$ cat src/rtl/segmmu_pkg.sv
package segmmu_pkg;
  typedef enum logic [1:0] {
    VERD_PASS  = 2'd0,
    VERD_ABORT = 2'd1,
    VERD_TRAP  = 2'd2
  } verdict_e;

  // Descriptor state; the packed layout is internal, readback order is set by desc_pack.
  typedef struct packed {
    logic [6:0] len;
    logic       down;
    logic [2:0] acc;
    logic       trapped;
    logic       written;
  } desc_t;

  function automatic logic [15:0] desc_pack(desc_t d);
    return {1'b0, d.len, d.trapped, d.written, 2'b00, d.down, d.acc};
  endfunction

  function automatic desc_t desc_unpack(logic [15:0] w);
    desc_t d;
    d.len     = w[14:8];
    d.down    = w[3];
    d.acc     = w[2:0];
    d.trapped = 1'b0;
    d.written = 1'b0;
    return d;
  endfunction
endpackage

$ cat src/rtl/segmmu_store.sv
module segmmu_store
  import segmmu_pkg::*;
#(
  parameter int NE     = 48,
  parameter int IW     = 6,
  parameter int BASE_W = 16
) (
  input  logic              clk,
  input  logic              rst_n,
  input  logic              cfg_wr,
  input  logic              cfg_is_desc,
  input  logic [IW-1:0]     cfg_idx,
  input  logic [15:0]       cfg_wdata,
  output logic [15:0]       cfg_rdata,
  input  logic [IW-1:0]     lk_idx,
  output logic [BASE_W-1:0] lk_base,
  output desc_t             lk_desc,
  input  logic              upd_en,
  input  logic [IW-1:0]     upd_idx,
  input  logic              upd_written,
  input  logic              upd_trapped
);
  logic [BASE_W-1:0] base_q [NE];
  desc_t             desc_q [NE];

  logic cfg_in_range, lk_in_range;
  assign cfg_in_range = {1'b0, cfg_idx} < (IW+1)'(NE);
  assign lk_in_range  = {1'b0, lk_idx} < (IW+1)'(NE);

  for (genvar e = 0; e < NE; e++) begin : g_entry
    logic cfg_hit, upd_hit;
    assign cfg_hit = cfg_wr && (cfg_idx == IW'(e));
    assign upd_hit = upd_en && (upd_idx == IW'(e));

    always_ff @(posedge clk or negedge rst_n) begin
      if (!rst_n) begin
        base_q[e] <= '0;
        desc_q[e] <= '0;
      end else if (cfg_hit) begin
        if (cfg_is_desc) desc_q[e] <= desc_unpack(cfg_wdata);
        else             base_q[e] <= cfg_wdata[BASE_W-1:0];
      end else if (upd_hit) begin
        desc_q[e].written <= desc_q[e].written | upd_written;
        desc_q[e].trapped <= desc_q[e].trapped | upd_trapped;
      end
    end
  end

  always_comb begin
    cfg_rdata = '0;
    if (cfg_in_range)
      cfg_rdata = cfg_is_desc ? desc_pack(desc_q[cfg_idx]) : 16'(base_q[cfg_idx]);
  end

  assign lk_base = lk_in_range ? base_q[lk_idx] : '0;
  assign lk_desc = lk_in_range ? desc_q[lk_idx] : '0;

  // a flag update not overridden by a configuration write leaves the flag set
  p_written_sticky_r8: assert property (@(posedge clk) disable iff (!rst_n)
    upd_en && upd_written && !(cfg_wr && cfg_idx == upd_idx) |=> desc_q[$past(upd_idx)].written);
  p_trapped_sticky_r8: assert property (@(posedge clk) disable iff (!rst_n)
    upd_en && upd_trapped && !(cfg_wr && cfg_idx == upd_idx) |=> desc_q[$past(upd_idx)].trapped);
endmodule

$ cat src/rtl/segmmu_judge.sv
module segmmu_judge
  import segmmu_pkg::*;
#(
  parameter int LEN_W = 7
) (
  input  logic             xlat_en,
  input  logic             mode_ok,
  input  logic             is_write,
  input  logic [LEN_W-1:0] blk,
  input  desc_t            desc,
  output verdict_e         verdict
);
  logic len_bad;
  assign len_bad = desc.down ? (blk < desc.len) : (blk > desc.len);

  always_comb begin
    verdict = VERD_PASS;
    if (!xlat_en) begin
      verdict = VERD_PASS;
    end else if (!mode_ok || len_bad) begin
      verdict = VERD_ABORT;
    end else begin
      unique case (desc.acc)
        3'd1:    verdict = is_write ? VERD_ABORT : VERD_TRAP;
        3'd2:    verdict = is_write ? VERD_ABORT : VERD_PASS;
        3'd4:    verdict = VERD_TRAP;
        3'd5:    verdict = is_write ? VERD_TRAP : VERD_PASS;
        3'd6:    verdict = VERD_PASS;
        default: verdict = VERD_ABORT;
      endcase
    end
  end
endmodule

$ cat src/rtl/segmmu_top.sv
module segmmu_top
  import segmmu_pkg::*;
#(
  parameter int NM     = 3,
  parameter int MODE_W = 2,
  parameter int VA_W   = 16,
  parameter int PA_W   = 22,
  parameter int BASE_W = 16,
  parameter int SEG_W  = 3,
  parameter int BLK_W  = 6
) (
  input  logic            clk,
  input  logic            rst_n,
  input  logic            xlat_en,
  input  logic [NM-1:0]   split_en,
  input  logic            cfg_wr,
  input  logic [MODE_W-1:0] cfg_mode,
  input  logic            cfg_dspace,
  input  logic [SEG_W-1:0] cfg_seg,
  input  logic            cfg_desc,
  input  logic [15:0]     cfg_wdata,
  output logic [15:0]     cfg_rdata,
  input  logic            req_valid,
  output logic            req_ready,
  input  logic [VA_W-1:0] req_vaddr,
  input  logic [MODE_W-1:0] req_mode,
  input  logic            req_ispace,
  input  logic            req_write,
  output logic            rsp_valid,
  input  logic            rsp_ready,
  output logic [PA_W-1:0] rsp_paddr,
  output logic [1:0]      rsp_status
);
  localparam int NS    = 1 << SEG_W;
  localparam int NE    = NM * 2 * NS;
  localparam int IW    = MODE_W + 1 + SEG_W;
  localparam int OFF_W = VA_W - SEG_W;
  localparam int LEN_W = OFF_W - BLK_W;
  localparam int SPW   = 1 << MODE_W;

  logic [SEG_W-1:0] seg;
  logic [OFF_W-1:0] off;
  logic [LEN_W-1:0] blk;
  logic [SPW-1:0]   split_pad;
  logic             mode_ok, use_d, accept;
  logic [IW-1:0]    lk_idx, cfg_idx;
  logic [BASE_W-1:0] lk_base;
  desc_t            lk_desc;
  verdict_e         verdict;
  logic [PA_W-1:0]  reloc_pa, flat_pa, pa_next;

  assign seg       = req_vaddr[VA_W-1 -: SEG_W];
  assign off       = req_vaddr[OFF_W-1:0];
  assign blk       = off[OFF_W-1:BLK_W];
  assign split_pad = SPW'(split_en);
  assign mode_ok   = {1'b0, req_mode} < (MODE_W+1)'(NM);
  assign use_d     = !req_ispace && split_pad[req_mode];
  assign lk_idx    = {req_mode, use_d, seg};
  assign cfg_idx   = {cfg_mode, cfg_dspace, cfg_seg};

  segmmu_store #(.NE(NE), .IW(IW), .BASE_W(BASE_W)) u_store (
    .clk, .rst_n,
    .cfg_wr, .cfg_is_desc(cfg_desc), .cfg_idx, .cfg_wdata, .cfg_rdata,
    .lk_idx, .lk_base, .lk_desc,
    .upd_en(accept && xlat_en && mode_ok), .upd_idx(lk_idx),
    .upd_written(req_write && verdict != VERD_ABORT),
    .upd_trapped(verdict == VERD_TRAP)
  );

  segmmu_judge #(.LEN_W(LEN_W)) u_judge (
    .xlat_en, .mode_ok, .is_write(req_write), .blk, .desc(lk_desc), .verdict
  );

  assign reloc_pa = PA_W'({lk_base, {BLK_W{1'b0}}}) + PA_W'(off);
  assign flat_pa  = (&seg) ? {{(PA_W-VA_W){1'b1}}, req_vaddr} : PA_W'(req_vaddr);
  assign pa_next  = (xlat_en && mode_ok) ? reloc_pa : flat_pa;

  assign req_ready = !rsp_valid || rsp_ready;
  assign accept    = req_valid && req_ready;

  verdict_e status_q;
  always_ff @(posedge clk or negedge rst_n) begin
    if (!rst_n) begin
      rsp_valid <= 1'b0;
      rsp_paddr <= '0;
      status_q  <= VERD_PASS;
    end else if (req_ready) begin
      rsp_valid <= req_valid;
      if (req_valid) begin
        rsp_paddr <= (xlat_en && !mode_ok) ? PA_W'(req_vaddr) : pa_next;
        status_q  <= verdict;
      end
    end
  end
  assign rsp_status = status_q;

  p_hold_r11: assert property (@(posedge clk) disable iff (!rst_n)
    rsp_valid && !rsp_ready |=> rsp_valid && $stable(rsp_paddr) && $stable(rsp_status));
  p_stall_blocks_r11: assert property (@(posedge clk) disable iff (!rst_n)
    rsp_valid && !rsp_ready |-> !req_ready);
  p_status_legal_r3: assert property (@(posedge clk) disable iff (!rst_n)
    rsp_valid |-> rsp_status != 2'd3);
  p_nonresident_r3: assert property (@(posedge clk) disable iff (!rst_n)
    accept && xlat_en && mode_ok && lk_desc.acc == 3'd0 |=> rsp_status == VERD_ABORT);
  p_len_up_r4: assert property (@(posedge clk) disable iff (!rst_n)
    accept && xlat_en && mode_ok && !lk_desc.down && blk > lk_desc.len |=> rsp_status == VERD_ABORT);
  p_len_down_r5: assert property (@(posedge clk) disable iff (!rst_n)
    accept && xlat_en && mode_ok && lk_desc.down && blk < lk_desc.len |=> rsp_status == VERD_ABORT);
  p_passthru_r10: assert property (@(posedge clk) disable iff (!rst_n)
    accept && !xlat_en |=> rsp_status == VERD_PASS && rsp_paddr[VA_W-1:0] == $past(req_vaddr));
  p_bad_mode_r12: assert property (@(posedge clk) disable iff (!rst_n)
    accept && xlat_en && !mode_ok |=> rsp_status == VERD_ABORT);
endmodule

$ cat config.mk
export PLATFORM = sky130hd
export DESIGN_NAME = segmmu_top
export DESIGN_NICKNAME = d
export VERILOG_FILES = /design/src/rtl/segmmu_pkg.sv /design/src/rtl/segmmu_store.sv /design/src/rtl/segmmu_judge.sv /design/src/rtl/segmmu_top.sv
export SDC_FILE = /design/constraint.sdc
export NUM_CORES = 2
export LEC_CHECK = 0
export BUFFER_PORTS_ARGS = -buffer_cell sky130_fd_sc_hd__buf_2
export CAP_MARGIN = 40
export CORE_ASPECT_RATIO = 2
export CORE_UTILIZATION = 55
export CTS_BUF_LIST = sky130_fd_sc_hd__clkbuf_8
export CTS_CLUSTER_SIZE = 16
export DETAILED_ROUTE_END_ITERATION = 8
export MAX_ROUTING_LAYER = met4
export PLACE_DENSITY = 0.73
export SYNTH_ARGS = -nofsm -noshare
export SYNTH_HDL_FRONTEND = slang
export SYNTH_HIERARCHICAL = 1
export SYNTH_SLANG_ARGS = --single-unit
$ cat constraint.sdc
create_clock -name clk -period 4.9 [get_ports clk]
set_clock_uncertainty 0.15 [all_clocks]
set_input_delay 0.49 -clock clk [delete_from_list [all_inputs] [get_ports clk]]
set_output_delay 0.49 -clock clk [all_outputs]
set_load 0.01 [all_outputs]
Word-level counts from Yosys, hierarchy flattened
Cells that the tools add are included.
{ "op_classes": {"bitwise": 99, "mux": 172, "addsub": 1, "reduce_logical": 304, "n_eq_ne": 149, "n_lt_le_gt_ge": 8} }
{ "op_table": {"columns": ["op", "count"], "rows": [
  ["two-way mux 2 bit", 148],
  ["AND reduction 2 bit", 145],
  ["binary-select mux 16 bit (select 6 bit)", 2],
  ["equality test 6 x 5 -> 1 bit, second input constant", 32],
  ["equality test 6 bit, second input constant", 32],
  ["binary-select mux 13 bit (select 6 bit)", 2],
  ["two-way mux 16 bit", 7],
  ["logical AND 1 bit", 103],
  ["equality test 6 x 4 -> 1 bit, second input constant", 16],
  ["!= test 2 bit, second input constant", 48],
  ["bitwise OR 1 bit", 96],
  ["nonzero test 2 bit", 48],
  ["two-way mux 22 bit", 3],
  ["two-way mux 13 bit", 5],
  ["equality test 6 x 3 -> 1 bit, second input constant", 8],
  ["equality test 6 x 2 -> 1 bit, second input constant", 4],
  ["adder 22 x 13 -> 22 bit", 1],
  [">= comparator 7 bit, second input constant", 2],
  ["inverter 6 -> 7 bit", 2],
  ["equality test 6 x 1 -> 1 bit, second input constant", 2],
  ["zero test 6 bit", 2],
  ["less-than comparator 6 bit, second input constant", 2],
  ["case mux 2 bit (5 select lines)", 1],
  ["equality test 3 bit, second input constant", 3],
  ["14 further kinds", 19]
]} }
{ "totals": {"input_bits": 52, "output_inout_bits": 42, "regBits": 1417, "wordCells": 1024} }

Logic depth before layout (Yosys ltp)
{ "logic_depth": {"word_depth": 18, "mapped_depth": 22, "depth_no_buf": 17} }

Modules after synthesis
Netlist, hierarchy kept.
{ "modules_own_cells": {"columns": ["module", "seq_area_each_um2", "cells_each", "instances", "area_each_um2"], "rows": [
  ["segmmu_store", 34833.4, 4865, 1, 74527.7],
  ["segmmu_top", 625.6, 182, 1, 1579.0],
  ["segmmu_judge", 0.0, 37, 1, 289.0]
]} }

Worst setup path after synthesis
No wires, ideal clock.
{ "synth_timing": {"path_kind": "input -> register", "start": "input req_vaddr[13]", "end": "register u_store/desc_q[364] in the netlist's numbering", "setup_time_ns": 0.072, "t_arrival_ns": 4.629, "path_slack_ns": 0.049, "cell_stages": 17, "path_buffers": 4, "path_cell_list": "clkbuf_1 > clkbuf_1 > mux4_2 > mux4_2 > a22oi_1 > nand2_1 > inv_1 > ha_1 > a21oi_2 > a21oi_2 > or4b_1 > and3_1 > a21boi_0 > clkbuf_1 > clkbuf_1 > a21oi_1 > nor2_1"} }
{ "synth_lines": {"columns": ["element", "line_no", "source"], "rows": [
  ["start: declaration", "segmmu_top.sv:25", "input logic [VA_W-1:0] req_vaddr,"],
  ["end signal: indexed assignment", "segmmu_store.sv:40", "if (cfg_is_desc) desc_q[e] <= desc_unpack(cfg_wdata);"],
  ["end: declaration", "segmmu_store.sv:24", "desc_t desc_q [NE];"]
]} }

Final worst setup path
{ "layout_timing": {"start": "register u_store/desc_q[549] in the netlist's numbering", "end": "output cfg_rdata[1]"} }
{ "layout_between": {"elab_chain_cells": 5} }
{ "layout_rtl": {"columns": ["element", "line_no", "source"], "rows": [
  ["binary-select mux 13 bit (select 6 bit)", "segmmu_store.sv:52", "cfg_rdata = cfg_is_desc ? desc_pack(desc_q[cfg_idx]) : 16'(base_q[cfg_idx]);"],
  ["two-way mux 13 bit (implied by the code) (2 in series)", "segmmu_store.sv:52", null],
  ["two-way mux 16 bit", "segmmu_store.sv:52", null],
  ["two-way mux 16 bit", "segmmu_store.sv:51", "if (cfg_in_range)"],
  ["end: declaration", "segmmu_top.sv:22", "output logic [15:0] cfg_rdata,"]
]} }
No other way between the ends. The select of a mux whose other input is x is not followed.

==> results.sh <==
export IMPL_status="finished clean"
export IMPL_placementRows=192
export IMPL_internal_power_mw=19.8
export IMPL_p_per_area_nw_per_um2=325
export IMPL_crit_path_frequent_cell="mux4_2"
export IMPL_cts_max_path_buffers=4
export IMPL_tritoncts="built"
export IMPL_place_congestion=1.01
export IMPL_port_buffers=93
export IMPL_met3_length_um=16800
export IMPL_post_cts_buffers=0
export IMPL_stdcell_count=7116
export IMPL_worst_slew_pin_slew_ps=984
export IMPL_ctsHoldBuffers=40
export IMPL_dp_cells=6704
export IMPL_layout_nets=5275
export IMPL_setup_slack_ps=379
export IMPL_drive_above_1_share=0.531
export IMPL_first_pass_iters=7
export IMPL_wl_met2_um=122000
export IMPL_setup_tns_ps=0
export IMPL_peakVddDrop_mv=0.193
export IMPL_clkPwrFrac=0.355
export IMPL_cts_buffers=205
export IMPL_grt_setup_unrepaired="false"
export IMPL_post_cts_resized=0
export IMPL_io_pins=94
export IMPL_swShare=0.274
export IMPL_place_ws_ps=111
export IMPL_hp_start="req_write"
export IMPL_syn_nets=5115
export IMPL_cap_violations=0
export IMPL_routed_top_layer="met4"
export IMPL_dp_hpwl_um=166000
export IMPL_post_route_util=0.615
export IMPL_min_path_type="in2reg"
export IMPL_critical_path_top_delay_family="multiplexers"
export IMPL_cp_slowest_cell="mux4_2"
export IMPL_hold_ws_ps=43.3
export IMPL_worstSetupEndpointType="primary output"
export IMPL_grt_pass1_wl_um=368000
export IMPL_setup_worst_path_class="reg2out"
export IMPL_synth_cells=5048
export IMPL_slew_headroom=0.344
export IMPL_p_seq_frac=0.488
export IMPL_root_buffer="clkbuf_8"
export IMPL_r2r_start="u_store/base_q[256]"
export IMPL_start_util=0.554
export IMPL_cp_cell_sequence="mux4_2 > mux4_2 > o22ai_1 > o311ai_0 > buf_4 > o31a_1 > buf_2"
export IMPL_post_route_period_util=0.923
export IMPL_hold_viol_final=0
export IMPL_grt_max_degree=154
export IMPL_first_iter_violations=4571
export IMPL_setup_violations=0
export IMPL_start_kind="flip-flop"
export IMPL_max_freq_mhz=221
export IMPL_p_switching_mw=7.48
export IMPL_r2r_end="rsp_paddr[10]"
export IMPL_grt_use_total=0.378
export IMPL_reg2reg_slack_ps=570
export IMPL_wl_met1_um=83100
export IMPL_comb_power_share=0.157
export IMPL_ant_nets=0
export IMPL_critPathMaxStageDelay_ps=650
export IMPL_hold_path_depth=5
export IMPL_worstPathRequired_ps=4260
export IMPL_placed_area_um2=79500
export IMPL_grt_pass1_vias=53700
export IMPL_holdPathEnd="u_store/desc_q[572]"
export IMPL_vias=50100
export IMPL_areaGrowthSynthToFinish_pct=11.1
export IMPL_wirelength_um=249000
export IMPL_via_per_inst=7.04
export IMPL_antenna_found_initial=5
export IMPL_layout_common_cells="dfrtp_1 (1417), mux2_2 (1322), mux4_2 (730), buf_4 (276), clkbuf_8 (267)"
export IMPL_slew_viol_final=0
export IMPL_crit_fanout=3
export IMPL_overflow=0
export IMPL_r2r_cells=14
export IMPL_finalPower_mw=27.3
export IMPL_nFillCells=10200
export IMPL_clk_pin_slew_ps=60
export IMPL_syn_area_um2=75700
export IMPL_p_leak_nw=38.5
export IMPL_cts_max_level=4
export IMPL_period_needed_ps=4520
export IMPL_avgSynthCellArea_um2=15.0
export IMPL_final_area_um2=84100
export IMPL_critPathArrivalTime_ps=3880
export IMPL_clock_latency_ps=950
export IMPL_cts_sinks=1417
export IMPL_yosys_warnings=6
export IMPL_drc=0
export IMPL_path_buf_inv=2
export IMPL_core_area_um2=137000
export IMPL_wire_per_inst_um=35.0
export IMPL_die_h_um=527
export IMPL_dieArea_um2=139000
export IMPL_layout_commonest_cell="dfrtp_1"
export IMPL_die_x_um=264
-- flip-flops by register name, indices dropped and copies added (netlist names) --
signal          flops
rsp_valid           1
rsp_paddr          22
u_store/desc_q    624
u_store/base_q    768
rsp_status          2
-- worst min-delay path, cell delays in order --
cell and delay [ps]:
buf_2 120, a21boi_4 160, buf_12 160, a21oi_1 120
nor2_1 40
-- routing by layer --
layer / global-route usage / vias up
met5: - / -
met4: 0.325 / 0
met3: 0.0612 / 1054
met2: 0.599 / 2540
met1: 0.416 / 26700
li1: - / 19800
-- layout make-up --
type / instances / area, um^2 / share of cell area
clock inverters: 92 / 479 / 0.00570
well taps: 1746 / 2180 / 0.0260
flip-flops and latches: 1417 / 35500 / 0.422
repair buffers: 477 / 4230 / 0.0504
inverters: 18 / 67.6 / 0.000804
diodes: 10 / 25.0 / 0.000298
clock buffers: 267 / 3670 / 0.0437
multi-input cells: 3089 / 37900 / 0.451
-- power by group through the flow --
stage	clock network, mW	logic [mW]	registers [mW]
floorplan	0	2.75	13.3
global route	10.3	4.49	13.4
global placement	0	4.07	13.4
detailed placement	0	4.19	13.5
CTS	9.85	4.23	13.3
finish	9.69	4.28	13.3
-- how the worst max path moves through the flow --
stage                              startpoint             endpoint  slack (ps)  depth (start not counted)
final                     u_store/desc_q[549]         cfg_rdata[1]         380                          7
after detailed placement        req_vaddr[13]        rsp_paddr[13]         110                         15
after global placement          req_vaddr[13]  u_store/desc_q[182]         190                         18
after CTS                 u_store/desc_q[549]         cfg_rdata[1]         440                          7
after global routing               cfg_seg[0]         cfg_rdata[1]         320                          9
after floorplan                 req_vaddr[13]  u_store/desc_q[364]          60                         18
(Power assumes the default switching activity.)
